**src/rtl/hdb_pkg.sv**
```systemverilog
package hdb_pkg;
    localparam int DATA_W  = 8;
    localparam int ADDR_W  = 8;
    localparam int NUM_DEV = 8;
    localparam int NUM_SEM = 3;
    localparam int NUM_SRC = NUM_DEV + NUM_SEM;

    localparam logic [ADDR_W-1:0] OFS_WDOG = 8'h0E;
    localparam logic [ADDR_W-1:0] OFS_BELL = 8'h0F;
    localparam logic [ADDR_W-1:0] OFS_ENLO = 8'h10;
    localparam logic [ADDR_W-1:0] OFS_ENHI = 8'h11;
    localparam logic [ADDR_W-1:0] OFS_PLO  = 8'h13;
    localparam logic [ADDR_W-1:0] OFS_PHI  = 8'h14;

    typedef enum logic {
        IRQ_QUIET  = 1'b0,
        IRQ_RAISED = 1'b1
    } irq_state_e;
endpackage

```
**src/rtl/hdb_w1c_bank.sv**
```systemverilog
module hdb_w1c_bank #(
    parameter int W = 8
) (
    input  logic         clk,
    input  logic         rst_n,
    input  logic [W-1:0] set_i,
    input  logic [W-1:0] clr_i,
    output logic [W-1:0] bits_o
);
    logic [W-1:0] bits_q;

    for (genvar i = 0; i < W; i++) begin : g_bit
        always_ff @(posedge clk or negedge rst_n) begin
            if (!rst_n)
                bits_q[i] <= 1'b0;
            else if (set_i[i])
                bits_q[i] <= 1'b1;
            else if (clr_i[i])
                bits_q[i] <= 1'b0;
        end
    end

    assign bits_o = bits_q;

    AST_SET_WINS: assert property (@(posedge clk) disable iff (!rst_n)
        (set_i != '0) |=> ((bits_q & $past(set_i)) == $past(set_i)));

    AST_CLEAR_ONLY_ON_REQUEST: assert property (@(posedge clk) disable iff (!rst_n)
        rst_n |=> ((~bits_q & $past(bits_q & ~clr_i)) == '0));
endmodule

```
**src/rtl/hdb_irq_fsm.sv**
```systemverilog
module hdb_irq_fsm (
    input  logic clk,
    input  logic rst_n,
    input  logic req_i,
    output logic irq_o
);
    import hdb_pkg::*;

    irq_state_e state_q, state_d;

    always_ff @(posedge clk or negedge rst_n) begin
        if (!rst_n)
            state_q <= IRQ_QUIET;
        else
            state_q <= state_d;
    end

    always_comb begin
        state_d = state_q;
        irq_o   = 1'b0;
        unique case (state_q)
            IRQ_QUIET: begin
                irq_o = 1'b0;
                if (req_i) state_d = IRQ_RAISED;
            end
            IRQ_RAISED: begin
                irq_o = 1'b1;
                if (!req_i) state_d = IRQ_QUIET;
            end
            default: state_d = IRQ_QUIET;
        endcase
    end

    AST_IRQ_TRACKS_REQ: assert property (@(posedge clk) disable iff (!rst_n)
        rst_n |=> (irq_o == $past(req_i)));
endmodule

```
**src/rtl/hdb_doorbell_regs.sv**
```systemverilog
module hdb_doorbell_regs (
    input  logic                        clk,
    input  logic                        rst_n,
    input  logic [hdb_pkg::ADDR_W-1:0]  host_addr,
    input  logic                        host_wr,
    input  logic [hdb_pkg::DATA_W-1:0]  host_wdata,
    output logic [hdb_pkg::DATA_W-1:0]  host_rdata,
    output logic                        host_irq,
    input  logic                        proc_wr,
    input  logic [hdb_pkg::DATA_W-1:0]  proc_wdata,
    output logic [hdb_pkg::DATA_W-1:0]  proc_rdata,
    output logic                        proc_irq,
    input  logic [hdb_pkg::NUM_DEV-1:0] dev_evt,
    input  logic [hdb_pkg::NUM_SEM-1:0] sem_grant,
    input  logic                        wdog_evt
);
    import hdb_pkg::*;

    localparam int PAD_W = DATA_W - NUM_SEM;

    logic [DATA_W-1:0]  bell_set, bell_clr, bell_q;
    logic [NUM_SRC-1:0] pend_set, pend_clr, pend_q;
    logic [NUM_SRC-1:0] en_q;
    logic               wdog_q;
    logic               any_req;

    logic hit_bell, hit_enlo, hit_enhi, hit_plo, hit_phi;
    assign hit_bell = host_wr && (host_addr == OFS_BELL);
    assign hit_enlo = host_wr && (host_addr == OFS_ENLO);
    assign hit_enhi = host_wr && (host_addr == OFS_ENHI);
    assign hit_plo  = host_wr && (host_addr == OFS_PLO);
    assign hit_phi  = host_wr && (host_addr == OFS_PHI);

    // Doorbells: host sets, processor clears.
    assign bell_set = hit_bell ? host_wdata : '0;
    assign bell_clr = proc_wr  ? proc_wdata : '0;

    hdb_w1c_bank #(.W(DATA_W)) u_bell (
        .clk   (clk),
        .rst_n (rst_n),
        .set_i (bell_set),
        .clr_i (bell_clr),
        .bits_o(bell_q)
    );

    // Pending toward host: device events low, semaphore grants high.
    assign pend_set = {sem_grant, dev_evt};
    assign pend_clr = {(hit_phi ? host_wdata[NUM_SEM-1:0] : {NUM_SEM{1'b0}}),
                       (hit_plo ? host_wdata[NUM_DEV-1:0] : {NUM_DEV{1'b0}})};

    hdb_w1c_bank #(.W(NUM_SRC)) u_pend (
        .clk   (clk),
        .rst_n (rst_n),
        .set_i (pend_set),
        .clr_i (pend_clr),
        .bits_o(pend_q)
    );

    always_ff @(posedge clk or negedge rst_n) begin
        if (!rst_n) begin
            en_q <= '0;
        end else begin
            if (hit_enlo) en_q[NUM_DEV-1:0]       <= host_wdata[NUM_DEV-1:0];
            if (hit_enhi) en_q[NUM_SRC-1:NUM_DEV] <= host_wdata[NUM_SEM-1:0];
        end
    end

    always_ff @(posedge clk or negedge rst_n) begin
        if (!rst_n)
            wdog_q <= 1'b0;
        else if (wdog_evt)
            wdog_q <= 1'b1;
    end

    assign any_req = |(pend_q & en_q);

    hdb_irq_fsm u_irq (
        .clk   (clk),
        .rst_n (rst_n),
        .req_i (any_req),
        .irq_o (host_irq)
    );

    always_comb begin
        host_rdata = '0;
        case (host_addr)
            OFS_WDOG: host_rdata = {{(DATA_W-1){1'b0}}, wdog_q};
            OFS_BELL: host_rdata = bell_q;
            OFS_ENLO: host_rdata = en_q[NUM_DEV-1:0];
            OFS_ENHI: host_rdata = {{PAD_W{1'b0}}, en_q[NUM_SRC-1:NUM_DEV]};
            OFS_PLO:  host_rdata = pend_q[NUM_DEV-1:0];
            OFS_PHI:  host_rdata = {{PAD_W{1'b0}}, pend_q[NUM_SRC-1:NUM_DEV]};
            default:  host_rdata = '0;
        endcase
    end

    assign proc_rdata = bell_q;
    assign proc_irq   = |bell_q;

    AST_WDOG_STICKY: assert property (@(posedge clk) disable iff (!rst_n)
        wdog_q |=> wdog_q);

    AST_GRANT_RSVD_ZERO: assert property (@(posedge clk) disable iff (!rst_n)
        (host_addr == OFS_PHI) |-> (host_rdata[DATA_W-1:NUM_SEM] == '0));

    AST_HOST_IRQ_NEEDS_ENABLE: assert property (@(posedge clk) disable iff (!rst_n)
        host_irq |-> ($past(en_q) != '0));

    AST_DOORBELL_HOST_SET: assert property (@(posedge clk) disable iff (!rst_n)
        hit_bell |=> ((bell_q & $past(host_wdata)) == $past(host_wdata)));
endmodule

```
**config.mk**
```make
export PLATFORM = sky130hd
export DESIGN_NAME = hdb_doorbell_regs
export DESIGN_NICKNAME = d
export VERILOG_FILES = /design/src/rtl/hdb_pkg.sv /design/src/rtl/hdb_w1c_bank.sv /design/src/rtl/hdb_irq_fsm.sv /design/src/rtl/hdb_doorbell_regs.sv
export SDC_FILE = /design/constraint.sdc
export NUM_CORES = 1
export LEC_CHECK = 0
export BUFFER_PORTS_ARGS = -buffer_cell sky130_fd_sc_hd__clkbuf_2
export CORE_MARGIN = 4
export CORE_UTILIZATION = 45
export CTS_CLUSTER_DIAMETER = 30
export CTS_CLUSTER_SIZE = 16
export DETAILED_ROUTE_END_ITERATION = 6
export GPL_TIMING_DRIVEN = 1
export PLACE_DENSITY = 0.73
export SLEW_MARGIN = 20
export SYNTH_ARGS = -nofsm -noshare
export SYNTH_HDL_FRONTEND = slang
export SYNTH_SLANG_ARGS = --single-unit
export TNS_END_PERCENT = 50
```
**constraint.sdc**
```tcl
create_clock -name clk -period 3.4 [get_ports clk]
set_input_delay 0.51 -clock clk [delete_from_list [all_inputs] [get_ports clk]]
set_output_delay 0.51 -clock clk [all_outputs]
set_load 0.01 [all_outputs]
```
==> impl_results.html, run 1 <==
<table>
<tr><th>Metric</th><th>Value</th></tr>
<tr><th colspan="2">Yosys</th></tr>
<tr><td>Post-synth EDFFs</td><td>0</td></tr>
<tr><td>Synth warn</td><td>0</td></tr>
<tr><td>Mean cell area of the mapped netlist</td><td>11.5 um^2</td></tr>
<tr><td>Post-synth net total</td><td>183</td></tr>
<tr><td>Most frequently used flop master after synthesis</td><td>dfrtp_1</td></tr>
<tr><td>Flops &amp; latches, synth</td><td>32</td></tr>
<tr><td>Sequential fraction of the synthesis area</td><td>0.489</td></tr>
<tr><td>Post-synth design cell area</td><td>1640 um^2</td></tr>
<tr><td>Post-synthesis cell count</td><td>143</td></tr>
<tr><td>Share of synthesized flip-flops with an asynchronous set or reset</td><td>1.00</td></tr>
<tr><td>Number of distinct standard cells referenced by the synthesized netlist</td><td>36</td></tr>
<tr><th colspan="2">Global routing</th></tr>
<tr><td>GRT Residual Overflow</td><td>0</td></tr>
<tr><td>Antenna violations before repair</td><td>0</td></tr>
<tr><td>Global-route wire length before repair</td><td>7070 um</td></tr>
<tr><td>Via count of the first global-routing pass</td><td>between 1000 and 1500</td></tr>
<tr><td>Pin count of the biggest net entering global routing</td><td>33</td></tr>
<tr><td>Aggregate global-route resource usage</td><td>0.207</td></tr>
<tr><th colspan="2">Routing</th></tr>
<tr><td>First DRT Iteration DRCs</td><td>between 150 and 200</td></tr>
<tr><td>DR vias</td><td>1412</td></tr>
<tr><td>First-pass DRT Iterations</td><td>4</td></tr>
<tr><td>Routed wirelength normalized by instance count</td><td>about 18 um</td></tr>
<tr><td>Total wire length after detailed routing</td><td>4370 um</td></tr>
<tr><td>Uppermost layer routed</td><td>met4</td></tr>
<tr><td>Remaining antenna violation count after routing</td><td>0</td></tr>
<tr><td>Ratio of routed vias to standard cells</td><td>5.72</td></tr>
<tr><td>DRC violation count after routing</td><td>0</td></tr>
<tr><td>Met2 wirelength from detailed routing</td><td>around 2100 um</td></tr>
<tr><td>Post-Route M1 WL</td><td>1810 um</td></tr>
<tr><td>Met3 routed wirelength</td><td>392 um</td></tr>
<tr><th colspan="2">Layout</th></tr>
<tr><td>Growth of design area from synthesis to finish</td><td>22.2%</td></tr>
<tr><td>Most frequent cells in the layout</td><td>clkbuf_2, dfrtp_1, nand2_1</td></tr>
<tr><td>Ant diodes</td><td>0</td></tr>
<tr><td>Share of post-route cells with drive strength above 1</td><td>0.408</td></tr>
<tr><td>Nets@finish</td><td>240</td></tr>
<tr><td>Most frequent standard cell in the layout excluding fill and tap cells</td><td>clkbuf_2</td></tr>
<tr><th colspan="2">Timing</th></tr>
<tr><td>Endpoints failing setup</td><td>0</td></tr>
<tr><td>Fin Hold WS</td><td>0.242 ns</td></tr>
<tr><td>Maximum clock frequency</td><td>between 0.3 and 0.4 GHz</td></tr>
<tr><td>Final-report max-slew violation count</td><td>0</td></tr>
<tr><td>Setup repair after global routing missed its margin</td><td>no</td></tr>
<tr><td>Final clock skew</td><td>about 0.0089 ns</td></tr>
<tr><td>Total Neg Setup Slack</td><td>0 ns</td></tr>
<tr><td>Min cycle time layout</td><td>2.58 ns</td></tr>
<tr><td>Pin slew with the least headroom to its limit</td><td>0.775 ns</td></tr>
<tr><td>Slew margin rel.</td><td>0.483</td></tr>
<tr><td>Number of failing hold endpoints at the final stage</td><td>0</td></tr>
<tr><td>Portion of the clock cycle consumed by the worst path in the final layout</td><td>0.758</td></tr>
<tr><th colspan="2">Place</th></tr>
<tr><td>Final RePlAce weighted congestion</td><td>0.916</td></tr>
<tr><td>Port buffer count</td><td>57</td></tr>
<tr><td>Detailed placement HPWL</td><td>3250 um</td></tr>
<tr><th colspan="2">CTS</th></tr>
<tr><td>Num CTS Buffers</td><td>5</td></tr>
<tr><td>Number of buffers added for setup after CTS</td><td>0</td></tr>
<tr><td>Gates resized, CTS repair</td><td>0</td></tr>
<tr><td>CTS H-tree lvls</td><td>2</td></tr>
<tr><td>TritonCTS sink count</td><td>32</td></tr>
<tr><td>Clock-pin transition on the worst setup and hold timing paths</td><td>0.11 ns</td></tr>
<tr><td>Source-to-sink clock delay at the later pin of the worst-skew pair</td><td>0.32 ns</td></tr>
<tr><td>Clk root buf</td><td>clkbuf_4</td></tr>
<tr><td>Clock tree from TritonCTS</td><td>yes</td></tr>
<tr><td>Buffer levels on the longest clock path</td><td>2</td></tr>
<tr><td>Number of buffers inserted for hold repair after clock tree synthesis</td><td>0</td></tr>
<tr><th colspan="2">Power</th></tr>
<tr><td>Static leakage</td><td>approximately 0.98 nW</td></tr>
<tr><td>IR Drop Worst-Case VDD</td><td>0.241 mV</td></tr>
<tr><td>Pwr per Cell Area</td><td>approximately 360 nW/um^2</td></tr>
<tr><th colspan="2">Critical path</th></tr>
<tr><td>Crit path top cell by count</td><td>clkbuf_2</td></tr>
<tr><td>Crit path kind</td><td>in -&gt; out</td></tr>
<tr><td>Worst EP arrival</td><td>~2.1 ns</td></tr>
<tr><td>Critical path endpoint category</td><td>output pin</td></tr>
<tr><td>Category of the worst setup path launch point</td><td>primary input</td></tr>
<tr><td>Longest individual stage delay on the worst path</td><td>between 0.5 and 0.6 ns</td></tr>
<tr><td>Highest fanout seen on the critical path</td><td>14</td></tr>
<tr><td>Crit-path slowest cell</td><td>nor3_4</td></tr>
<tr><td>Critical path required time</td><td>a little under 3 ns</td></tr>
<tr><td>Cell Chain, Critical Path</td><td>clkbuf_2, or3b_1, nor3_4, a222oi_1, inv_1, clkbuf_2</td></tr>
<tr><th colspan="2">Die</th></tr>
<tr><td>Chip Height</td><td>68.3 um</td></tr>
<tr><td>Total Die Area</td><td>about 4700 um^2</td></tr>
<tr><td>I/O pin cnt</td><td>58</td></tr>
<tr><td>X dimension of the die</td><td>68.3 um</td></tr>
<tr><td>Starting density of the core</td><td>0.479</td></tr>
<tr><td>Number of core rows</td><td>21</td></tr>
<tr><td>CORE AREA</td><td>3420 um^2</td></tr>
<tr><th colspan="2">Status</th></tr>
<tr><td>Outcome</td><td>completed</td></tr>
<tr><th colspan="2">Run</th></tr>
<tr><td>Max Cap Viol</td><td>0</td></tr>
<tr><th colspan="2">Worst hold path</th></tr>
<tr><td>HP Class</td><td>in -&gt; async</td></tr>
</table>
power by group:
part,switching (mW),internal (mW),total [mW],leakage (nW)
Clock,0.132,0.101,0.233,0.0315
Sequential,0.00689,0.391,0.398,0.381
Combinational,0.0468,0.0403,0.0872,0.568
Total,0.185,0.532,0.718,0.980
worst paths after layout:
| check | startpoint | endpoint | slack, ns | cells after the start |
|---|---|---|---|---|
| worst max-delay path | host_addr[5] | host_rdata[3] | 0.82 | 6 |
| worst max register to register | en_q[2] | u_irq.state_q | 2.16 | 4 |
| worst min register to register | wdog_q | wdog_q | 0.51 | 1 |
| max in group asynchronous | rst_n | en_q[4] | 2.66 | 1 |
| min in group clk | dev_evt[7] | u_pend.bits_o[7] | 0.36 | 2 |
| worst min-delay path | rst_n | u_pend.bits_o[0] | 0.24 | 1 |
worst max-delay path, delay by kind of cell:
family                 cells  cell delay (ns)
AOI/OAI and AO/OA          1             0.16
and+or+nand+nor            2             1.05
buffers and inverters      3             0.35
stage by stage:
stage / cell area, um^2 / util / setup WS [ns] / power, mW / cells
3_3_place_gp: 1940 / 0.568 / 0.867 / 0.491 / 239
2_1_floorplan: 1640 / - / 1.31 / 0.444 / 143
3_5_place_dp: 1940 / 0.568 / 0.824 / 0.494 / 239
6_report: 2000 / 0.586 / 0.823 / 0.718 / 247
4_1_cts: 2000 / 0.586 / 0.820 / 0.722 / 247
5_1_grt: 2000 / 0.586 / 0.686 / 0.754 / 247
cell families (layout without fill, tap and decap cells):
group,after synthesis,count (layout),share of synthesized area
buffers and inverters,13,71,0.0390
flip-flops,32,32,0.489
AO/OA/AOI/OAI,35,35,0.172
multiplexers,17,17,0.119
AND/OR/NAND/NOR,46,46,0.181
registers in the layout (all words and copies together) (netlist names):
register / count
en_q: 11
u_pend.bits_o: 11
u_bell.bits_o: 8
u_irq.state_q: 1
wdog_q: 1
layout make-up:
| class | count | area [um^2] |
|---|---|---|
| sequential | 32 | 801 |
| tap | 46 | 57.6 |
| clock buffer | 7 | 55.1 |
| fill | 312 | 1410 |
| multi-input combinational | 98 | 773 |
| inverter | 6 | 22.5 |
| clock inverter | 1 | 7.51 |
| timing repair buffer | 57 | 285 |
synthesized netlist by cell type (all sizes together), types with 2 or more instances:
| library cell | count | area share |
|---|---|---|
| dfrtp | 32 | 0.49 |
| nand2 | 15 | 0.034 |
| a21o | 11 | 0.050 |
| mux2 | 11 | 0.083 |
| a22o | 9 | 0.048 |
| nand3 | 9 | 0.027 |
| a222oi | 7 | 0.043 |
| buf | 6 | 0.023 |
| inv | 6 | 0.014 |
| mux2i | 6 | 0.037 |
| nor3 | 5 | 0.025 |
| nor4 | 5 | 0.028 |
| o21ai | 3 | 0.0092 |
| a22oi | 2 | 0.0092 |
| nor2 | 2 | 0.0046 |
| or3b | 2 | 0.012 |
metal layers:
| metal | up-vias | global-route usage |
|---|---|---|
| met5 | - | 0 |
| met4 | 0 | 0.0695 |
| met3 | 7 | 0.0542 |
| met2 | 70 | 0.319 |
| met1 | 674 | 0.282 |
| li1 | 661 | - |
No activity file was read; power rests on OpenSTA's default activity.
==> run 2, diff against run 1 <==
- CORE_UTILIZATION: 45 -> 44
- PLACE_DENSITY: 0.73 -> 0.75
- clock period: 3.4 -> 2.2 ns (I/O delays scaled with it)
==> run 2 against run 1 <==
Compared with the run above: flip-flop and latch count unchanged; clock power increased by 94%; sequential share of layout area decreased by 1.3 points; via count increased by 3.0%; critical path depth unchanged; register-to-register slack got worse by 1.2 ns; worst hold slack got worse by 0.13 ns; largest power group unchanged.
==> impl_results.html, run 2 (synthesis results as in run 1) <==
<table>
<tr><th>Metric</th><th>Value</th></tr>
<tr><th colspan="2">Critical path</th></tr>
<tr><td>Worst-case reg-to-reg path depth</td><td>4</td></tr>
<tr><td>Crit path kind</td><td>in -&gt; out</td></tr>
<tr><td>Critical path required time</td><td>1.87 ns</td></tr>
<tr><td>Cell Chain, Critical Path</td><td>clkbuf_2, or3b_1, nor4_1, a222oi_1, inv_1, clkbuf_2</td></tr>
<tr><td>Worst EP arrival</td><td>1.68 ns</td></tr>
<tr><td>Crit-path slowest cell</td><td>or3b_1</td></tr>
<tr><td>Highest fanout seen on the critical path</td><td>6</td></tr>
<tr><td>Category of the worst setup path launch point</td><td>primary input</td></tr>
<tr><td>Critical path endpoint category</td><td>output pin</td></tr>
<tr><td>Longest individual stage delay on the worst path</td><td>0.51 ns</td></tr>
<tr><td>Crit path top cell by count</td><td>clkbuf_2</td></tr>
<tr><th colspan="2">CTS</th></tr>
<tr><td>Number of buffers added for setup after CTS</td><td>0</td></tr>
<tr><td>Gates resized, CTS repair</td><td>0</td></tr>
<tr><td>Num CTS Buffers</td><td>5</td></tr>
<tr><td>Buffer levels on the longest clock path</td><td>2</td></tr>
<tr><td>Clock tree from TritonCTS</td><td>yes</td></tr>
<tr><td>Source-to-sink clock delay at the later pin of the worst-skew pair</td><td>0.29 ns</td></tr>
<tr><td>Number of buffers inserted for hold repair after clock tree synthesis</td><td>0</td></tr>
<tr><td>TritonCTS sink count</td><td>32</td></tr>
<tr><td>Clock-pin transition on the worst setup and hold timing paths</td><td>0.07 ns</td></tr>
<tr><td>Clk root buf</td><td>clkbuf_8</td></tr>
<tr><td>CTS H-tree lvls</td><td>2</td></tr>
<tr><th colspan="2">Layout</th></tr>
<tr><td>Final instance area</td><td>2070 um^2</td></tr>
<tr><td>Most frequent cells in the layout</td><td>clkbuf_2, dfrtp_1, nand2_1</td></tr>
<tr><td>Nets@finish</td><td>244</td></tr>
<tr><td>Number of standard cells in the layout, taps in and fillers out</td><td>251</td></tr>
<tr><td>Most frequent standard cell in the layout excluding fill and tap cells</td><td>clkbuf_2</td></tr>
<tr><td>Growth of design area from synthesis to finish</td><td>26.4%</td></tr>
<tr><td>Final core utilization</td><td>0.597</td></tr>
<tr><td>Ant diodes</td><td>0</td></tr>
<tr><td>Share of post-route cells with drive strength above 1</td><td>0.424</td></tr>
<tr><th colspan="2">Routing</th></tr>
<tr><td>Remaining antenna violation count after routing</td><td>0</td></tr>
<tr><td>First-pass DRT Iterations</td><td>4</td></tr>
<tr><td>DR vias</td><td>1454</td></tr>
<tr><td>Met2 wirelength from detailed routing</td><td>2160 um</td></tr>
<tr><td>Total wire length after detailed routing</td><td>4570 um</td></tr>
<tr><td>First DRT Iteration DRCs</td><td>174</td></tr>
<tr><td>DRC violation count after routing</td><td>0</td></tr>
<tr><td>Ratio of routed vias to standard cells</td><td>5.79</td></tr>
<tr><td>Met3 routed wirelength</td><td>458 um</td></tr>
<tr><td>Routed wirelength normalized by instance count</td><td>18.2 um</td></tr>
<tr><td>Uppermost layer routed</td><td>met4</td></tr>
<tr><td>Post-Route M1 WL</td><td>1890 um</td></tr>
<tr><th colspan="2">Global routing</th></tr>
<tr><td>Pin count of the biggest net entering global routing</td><td>33</td></tr>
<tr><td>Global-route wire length before repair</td><td>7510 um</td></tr>
<tr><td>GRT Residual Overflow</td><td>0</td></tr>
<tr><td>Antenna violations before repair</td><td>0</td></tr>
<tr><td>Aggregate global-route resource usage</td><td>0.200</td></tr>
<tr><td>Via count of the first global-routing pass</td><td>1517</td></tr>
<tr><th colspan="2">Timing</th></tr>
<tr><td>Maximum clock frequency</td><td>about 0.50 GHz</td></tr>
<tr><td>Setup repair after global routing missed its margin</td><td>no</td></tr>
<tr><td>Final-report max-slew violation count</td><td>0</td></tr>
<tr><td>Final clock skew</td><td>roughly 0.0036 ns</td></tr>
<tr><td>Number of failing hold endpoints at the final stage</td><td>0</td></tr>
<tr><td>Total Neg Setup Slack</td><td>0 ns</td></tr>
<tr><td>Pin slew with the least headroom to its limit</td><td>0.809 ns</td></tr>
<tr><td>Slew margin rel.</td><td>0.460</td></tr>
<tr><td>Portion of the clock cycle consumed by the worst path in the final layout</td><td>0.912</td></tr>
<tr><td>Endpoints failing setup</td><td>0</td></tr>
<tr><td>Min cycle time layout</td><td>2.01 ns</td></tr>
<tr><th colspan="2">Status</th></tr>
<tr><td>Outcome</td><td>completed</td></tr>
<tr><th colspan="2">Run</th></tr>
<tr><td>Max Cap Viol</td><td>0</td></tr>
<tr><th colspan="2">Die</th></tr>
<tr><td>Chip Height</td><td>about 70 um</td></tr>
<tr><td>X dimension of the die</td><td>around 69 um</td></tr>
<tr><td>Total Die Area</td><td>about 4800 um^2</td></tr>
<tr><td>Number of core rows</td><td>21</td></tr>
<tr><td>I/O pin cnt</td><td>58</td></tr>
<tr><td>CORE AREA</td><td>3470 um^2</td></tr>
<tr><td>Starting density of the core</td><td>0.472</td></tr>
<tr><th colspan="2">Power</th></tr>
<tr><td>Total power after layout</td><td>1.21 mW</td></tr>
<tr><td>Pwr per Cell Area</td><td>583 nW/um^2</td></tr>
<tr><td>IR Drop Worst-Case VDD</td><td>0.309 mV</td></tr>
<tr><td>Static leakage</td><td>1.02 nW</td></tr>
<tr><th colspan="2">Place</th></tr>
<tr><td>Port buffer count</td><td>57</td></tr>
<tr><td>Post-place instance area</td><td>1980 um^2</td></tr>
<tr><td>Detailed placement HPWL</td><td>3350 um</td></tr>
<tr><td>Dpl cells</td><td>approximately 240</td></tr>
<tr><td>Final RePlAce weighted congestion</td><td>0.800</td></tr>
<tr><th colspan="2">Worst hold path</th></tr>
<tr><td>HP Class</td><td>in -&gt; async</td></tr>
</table>
## run 2: final timing paths
path | startpoint | endpoint | slack [ns]
setup reg to reg | en_q[2] | u_irq.state_q | 0.95
hold / removal | rst_n | u_pend.bits_o[0] | 0.12
max in group asynchronous | rst_n | u_bell.bits_o[7] | 1.58
min in group clk | dev_evt[0] | u_pend.bits_o[0] | 0.21
hold reg to reg | wdog_q | wdog_q | 0.48
setup / recovery | host_addr[5] | host_rdata[2] | 0.19
## run 2: worst max-delay path, delay by kind of cell
kind                   cells  cell delay [ns]
buffers and inverters      3             0.33
AO/OA/AOI/OAI              1             0.17
AND/OR/NAND/NOR            2             0.84
## run 2: area by class of cell
type                    instances  area (um^2)
fillers                       308         1400
flip-flops and latches         32          801
multi-input cells              98          773
repair buffers                 61          328
clock buffers                   5         68.8
well taps                      46         57.6
inverters                       6         22.5
clock inverters                 3         18.8
## run 2: routing by layer
layer  vias to the layer above  global-route usage
li1                        666                   -
met1                       700               0.238
met2                        82               0.328
met3                         6              0.0756
met4                         0              0.0694
met5                         -                   0
## run 2: power by group
group          switching, mW  internal, mW  total, mW
Sequential            0.0104         0.605      0.615
Clock                  0.233         0.220      0.453
Combinational         0.0745        0.0627      0.137
## run 2: stage by stage
step,hold WS (ns),setup slack (ns)
CTS,0.134,0.196
global route,0.181,0.0761
finish,0.115,0.194
global placement,0.432,0.238
detailed placement,0.451,0.203
floorplan,0.0344,0.470
==> run 3, diff against run 2 <==
- CORE_UTILIZATION: 44 -> 45
- SYNTH_HIERARCHICAL: default -> 1
==> run 3 against run 2 <==
Compared with the run above: sequential share of layout area fell by 3.2 points; count of clock-buffer cells in the layout increased by 1; global-route usage is 0.71 points lower; worst setup slack lost 0.11 ns; critical endpoint is now host_rdata[5]; highest routed layer unchanged; clock skew increased by 0.0021 ns; clock power grew 24%; first-iteration DRC count down 45%.
==> impl_results.html, run 3 <==
<table>
<tr><th>Metric</th><th>Value</th></tr>
<tr><th colspan="2">Status</th></tr>
<tr><td>Outcome</td><td>completed</td></tr>
<tr><th colspan="2">Yosys</th></tr>
<tr><td>Commonest cells in the netlist</td><td>dfrtp_1, and2_1, inv_1</td></tr>
<tr><td>Post-synth EDFFs</td><td>0</td></tr>
<tr><td>Most frequently used flop master after synthesis</td><td>dfrtp_1</td></tr>
<tr><td>Cell type contributing the most total cell area after synthesis</td><td>dfrtp_1</td></tr>
<tr><td>Share of synthesized flip-flops with an asynchronous set or reset</td><td>1.00</td></tr>
<tr><td>Post-synthesis cell count</td><td>173</td></tr>
<tr><td>Number of distinct standard cells referenced by the synthesized netlist</td><td>32</td></tr>
<tr><td>Post-synth net total</td><td>213</td></tr>
<tr><td>Proportion of netlist area held by the largest area contributor</td><td>0.462</td></tr>
<tr><td>Sequential fraction of the synthesis area</td><td>0.462</td></tr>
<tr><td>Synth warn</td><td>6</td></tr>
<tr><td>Cell types occupying the most area after synthesis</td><td>dfrtp_1, and2_1, a21o_1</td></tr>
<tr><td>Mean cell area of the mapped netlist</td><td>10.0 um^2</td></tr>
<tr><td>Post-synth design cell area</td><td>1730 um^2</td></tr>
<tr><td>Flops &amp; latches, synth</td><td>32</td></tr>
<tr><td>Cell with the most instances after synthesis</td><td>dfrtp_1</td></tr>
<tr><th colspan="2">Power</th></tr>
<tr><td>IR Drop Worst-Case VDD</td><td>~0.31 mV</td></tr>
<tr><td>Static leakage</td><td>1.20 nW</td></tr>
<tr><td>Pwr per Cell Area</td><td>581 nW/um^2</td></tr>
<tr><td>Total power after layout</td><td>~1.3 mW</td></tr>
<tr><th colspan="2">Timing</th></tr>
<tr><td>Pin slew with the least headroom to its limit</td><td>0.795 ns</td></tr>
<tr><td>Endpoints failing setup</td><td>0</td></tr>
<tr><td>Final clock skew</td><td>between 0.005 and 0.006 ns</td></tr>
<tr><td>Setup repair after global routing missed its margin</td><td>no</td></tr>
<tr><td>Total Neg Setup Slack</td><td>0 ns</td></tr>
<tr><td>Number of failing hold endpoints at the final stage</td><td>0</td></tr>
<tr><td>Portion of the clock cycle consumed by the worst path in the final layout</td><td>0.960</td></tr>
<tr><td>Slew margin rel.</td><td>0.470</td></tr>
<tr><td>Min cycle time layout</td><td>2.11 ns</td></tr>
<tr><td>Fin Hold WS</td><td>0.119 ns</td></tr>
<tr><td>Maximum clock frequency</td><td>approximately 0.47 GHz</td></tr>
<tr><td>Final-report max-slew violation count</td><td>0</td></tr>
<tr><th colspan="2">Layout</th></tr>
<tr><td>Area taken by flip-flops and latches</td><td>801 um^2</td></tr>
<tr><td>Growth of design area from synthesis to finish</td><td>30.3%</td></tr>
<tr><td>Nets@finish</td><td>285</td></tr>
<tr><td>Final instance area</td><td>2260 um^2</td></tr>
<tr><td>Most frequent standard cell in the layout excluding fill and tap cells</td><td>clkbuf_2</td></tr>
<tr><td>Filler cell count in the final layout</td><td>346</td></tr>
<tr><td>Ant diodes</td><td>0</td></tr>
<tr><td>Final core utilization</td><td>0.612</td></tr>
<tr><td>Most frequent cells in the layout</td><td>clkbuf_2, dfrtp_1, inv_1, and2_1, a21o_1</td></tr>
<tr><td>Multi-input gate area</td><td>~820 um^2</td></tr>
<tr><td>Share of post-route cells with drive strength above 1</td><td>0.378</td></tr>
<tr><th colspan="2">Routing</th></tr>
<tr><td>First-pass DRT Iterations</td><td>4</td></tr>
<tr><td>DR vias</td><td>1573</td></tr>
<tr><td>Remaining antenna violation count after routing</td><td>0</td></tr>
<tr><td>First DRT Iteration DRCs</td><td>between 90 and 100</td></tr>
<tr><td>Total wire length after detailed routing</td><td>roughly 4600 um</td></tr>
<tr><td>DRC violation count after routing</td><td>0</td></tr>
<tr><td>Ratio of routed vias to standard cells</td><td>5.35</td></tr>
<tr><td>Routed wirelength normalized by instance count</td><td>approximately 16 um</td></tr>
<tr><th colspan="2">Die</th></tr>
<tr><td>Number of core rows</td><td>22</td></tr>
<tr><td>X dimension of the die</td><td>between 70 and 80 um</td></tr>
<tr><td>Total Die Area</td><td>~5000 um^2</td></tr>
<tr><td>CORE AREA</td><td>3690 um^2</td></tr>
<tr><td>Chip Height</td><td>70.0 um</td></tr>
<tr><td>Starting density of the core</td><td>0.469</td></tr>
<tr><td>I/O pin cnt</td><td>between 50 and 60</td></tr>
<tr><th colspan="2">Global routing</th></tr>
<tr><td>Antenna violations before repair</td><td>0</td></tr>
<tr><td>Aggregate global-route resource usage</td><td>0.193</td></tr>
<tr><td>Pin count of the biggest net entering global routing</td><td>33</td></tr>
<tr><td>GRT Residual Overflow</td><td>0</td></tr>
<tr><td>Via count of the first global-routing pass</td><td>roughly 1600</td></tr>
<tr><td>Global-route wire length before repair</td><td>7510 um</td></tr>
<tr><th colspan="2">Critical path</th></tr>
<tr><td>Critical path buffers and inverters</td><td>3</td></tr>
<tr><td>R2r endpoint</td><td>u_irq/state_q</td></tr>
<tr><td>Crit path kind</td><td>in -&gt; out</td></tr>
<tr><td>Cell Chain, Critical Path</td><td>clkbuf_2, or3_2, nor4_2, buf_4, a22oi_1, nand2_1, clkbuf_2</td></tr>
<tr><td>Critical path's top delay family</td><td>simple AND/OR/NAND/NOR gates</td></tr>
<tr><td>Stages on the worst setup path</td><td>7</td></tr>
<tr><td>Crit path top cell by count</td><td>clkbuf_2</td></tr>
<tr><td>Critical path required time</td><td>1.87 ns</td></tr>
<tr><td>Worst R2R Start</td><td>en_q[2]</td></tr>
<tr><td>Crit path to</td><td>host_rdata[5]</td></tr>
<tr><td>Crit-path slowest cell</td><td>or3_2</td></tr>
<tr><td>Longest individual stage delay on the worst path</td><td>roughly 0.53 ns</td></tr>
<tr><td>Category of the worst setup path launch point</td><td>primary input</td></tr>
<tr><td>Register-to-register setup slack</td><td>0.97 ns</td></tr>
<tr><td>Worst EP arrival</td><td>1.78 ns</td></tr>
<tr><td>Worst Setup SP</td><td>host_addr[5]</td></tr>
<tr><td>Highest fanout seen on the critical path</td><td>4</td></tr>
<tr><td>Critical path endpoint category</td><td>output pin</td></tr>
<tr><td>Worst-case reg-to-reg path depth</td><td>4</td></tr>
<tr><th colspan="2">Place</th></tr>
<tr><td>Final RePlAce weighted congestion</td><td>0.888</td></tr>
<tr><td>Port buffer count</td><td>57</td></tr>
<tr><td>Detailed placement HPWL</td><td>3470 um</td></tr>
<tr><td>Post-place instance area</td><td>2140 um^2</td></tr>
<tr><th colspan="2">Run</th></tr>
<tr><td>Max Cap Viol</td><td>0</td></tr>
<tr><th colspan="2">Worst hold path</th></tr>
<tr><td>HP Class</td><td>in -&gt; async</td></tr>
<tr><th colspan="2">CTS</th></tr>
<tr><td>Buffer levels on the longest clock path</td><td>2</td></tr>
<tr><td>CTS H-tree lvls</td><td>2</td></tr>
<tr><td>Source-to-sink clock delay at the later pin of the worst-skew pair</td><td>0.29 ns</td></tr>
<tr><td>Num CTS Buffers</td><td>5</td></tr>
<tr><td>TritonCTS sink count</td><td>32</td></tr>
<tr><td>Clk root buf</td><td>clkbuf_8</td></tr>
<tr><td>Clock-pin transition on the worst setup and hold timing paths</td><td>0.06 ns</td></tr>
<tr><td>Clock tree from TritonCTS</td><td>yes</td></tr>
<tr><td>Number of buffers inserted for hold repair after clock tree synthesis</td><td>0</td></tr>
</table>
## run 3: cell count changes after synthesis, sizes merged, moves of 4 or more
cell	previous run	this run
a22o	9	2
nand3	9	3
inv	6	24
a21o	11	19
and2	1	24
a22oi	2	6
nand2	15	11
## run 3: kinds of logic (layout without fill, tap and decap cells)
group           Yosys count  after routing  share of synthesized area
simple gates             60             60                      0.205
mux                      16             16                      0.100
compound gates           36             36                      0.162
flops                    32             32                      0.462
buf+inv                  29            102                     0.0701
## run 3: repair_timing
item | 4_1_cts | 5_1_grt
resized for setup | 0 | 1
setup endpoints to repair | 0 | 7
setup buffers | 0 | 0
## run 3: how the worst min path moves through the flow
stage | from | end | slack [ns] | cells past startpoint
detailed placement | rst_n | u_pend/bits_o[0] | 0.46 | 1
global route | rst_n | u_pend/bits_o[5] | 0.18 | 1
finish | rst_n | u_pend/bits_o[5] | 0.12 | 1
floorplan | rst_n | en_q[0] | 0.03 | 0
CTS | rst_n | u_pend/bits_o[8] | 0.15 | 1
global placement | rst_n | u_pend/bits_o[5] | 0.46 | 1
## run 3: through the flow
stage / cells / setup WS [ns]
after floorplan: 173 / 0.122
after global placement: 286 / 0.0981
after detailed placement: 286 / 0.0478
after CTS: 294 / 0.0417
after global routing: 294 / 0.00199
final: 294 / 0.0869
## run 3: worst reg2reg max path: stages, from the launching register on
cell      delay [ns]
dfrtp_1         0.40
a22o_1          0.24
a221oi_1        0.19
and3_1          0.20
nand2_1         0.06
## run 3: layer usage
layer / GRT usage / vias to the layer above / share of wire
met5: 0 / - / 0
met4: 0.0766 / 0 / 0.017
met3: 0.0475 / 7 / 0.075
met2: 0.302 / 71 / 0.47
met1: 0.255 / 746 / 0.43
li1: - / 749 / -
## run 3: cell type report
class / count / area share
inverters: 24 / 0.0399
multi-input cells: 112 / 0.361
repair buffers: 70 / 0.170
well taps: 48 / 0.0266
flip-flops and latches: 32 / 0.355
clock inverters: 2 / 0.0155
clock buffers: 6 / 0.0322
## run 3: report_power, final
group / internal (mW) / switching (mW)
Sequential: 0.605 / 0.0106
Clock: 0.336 / 0.226
Combinational: 0.0670 / 0.0680
Total: 1.01 / 0.305
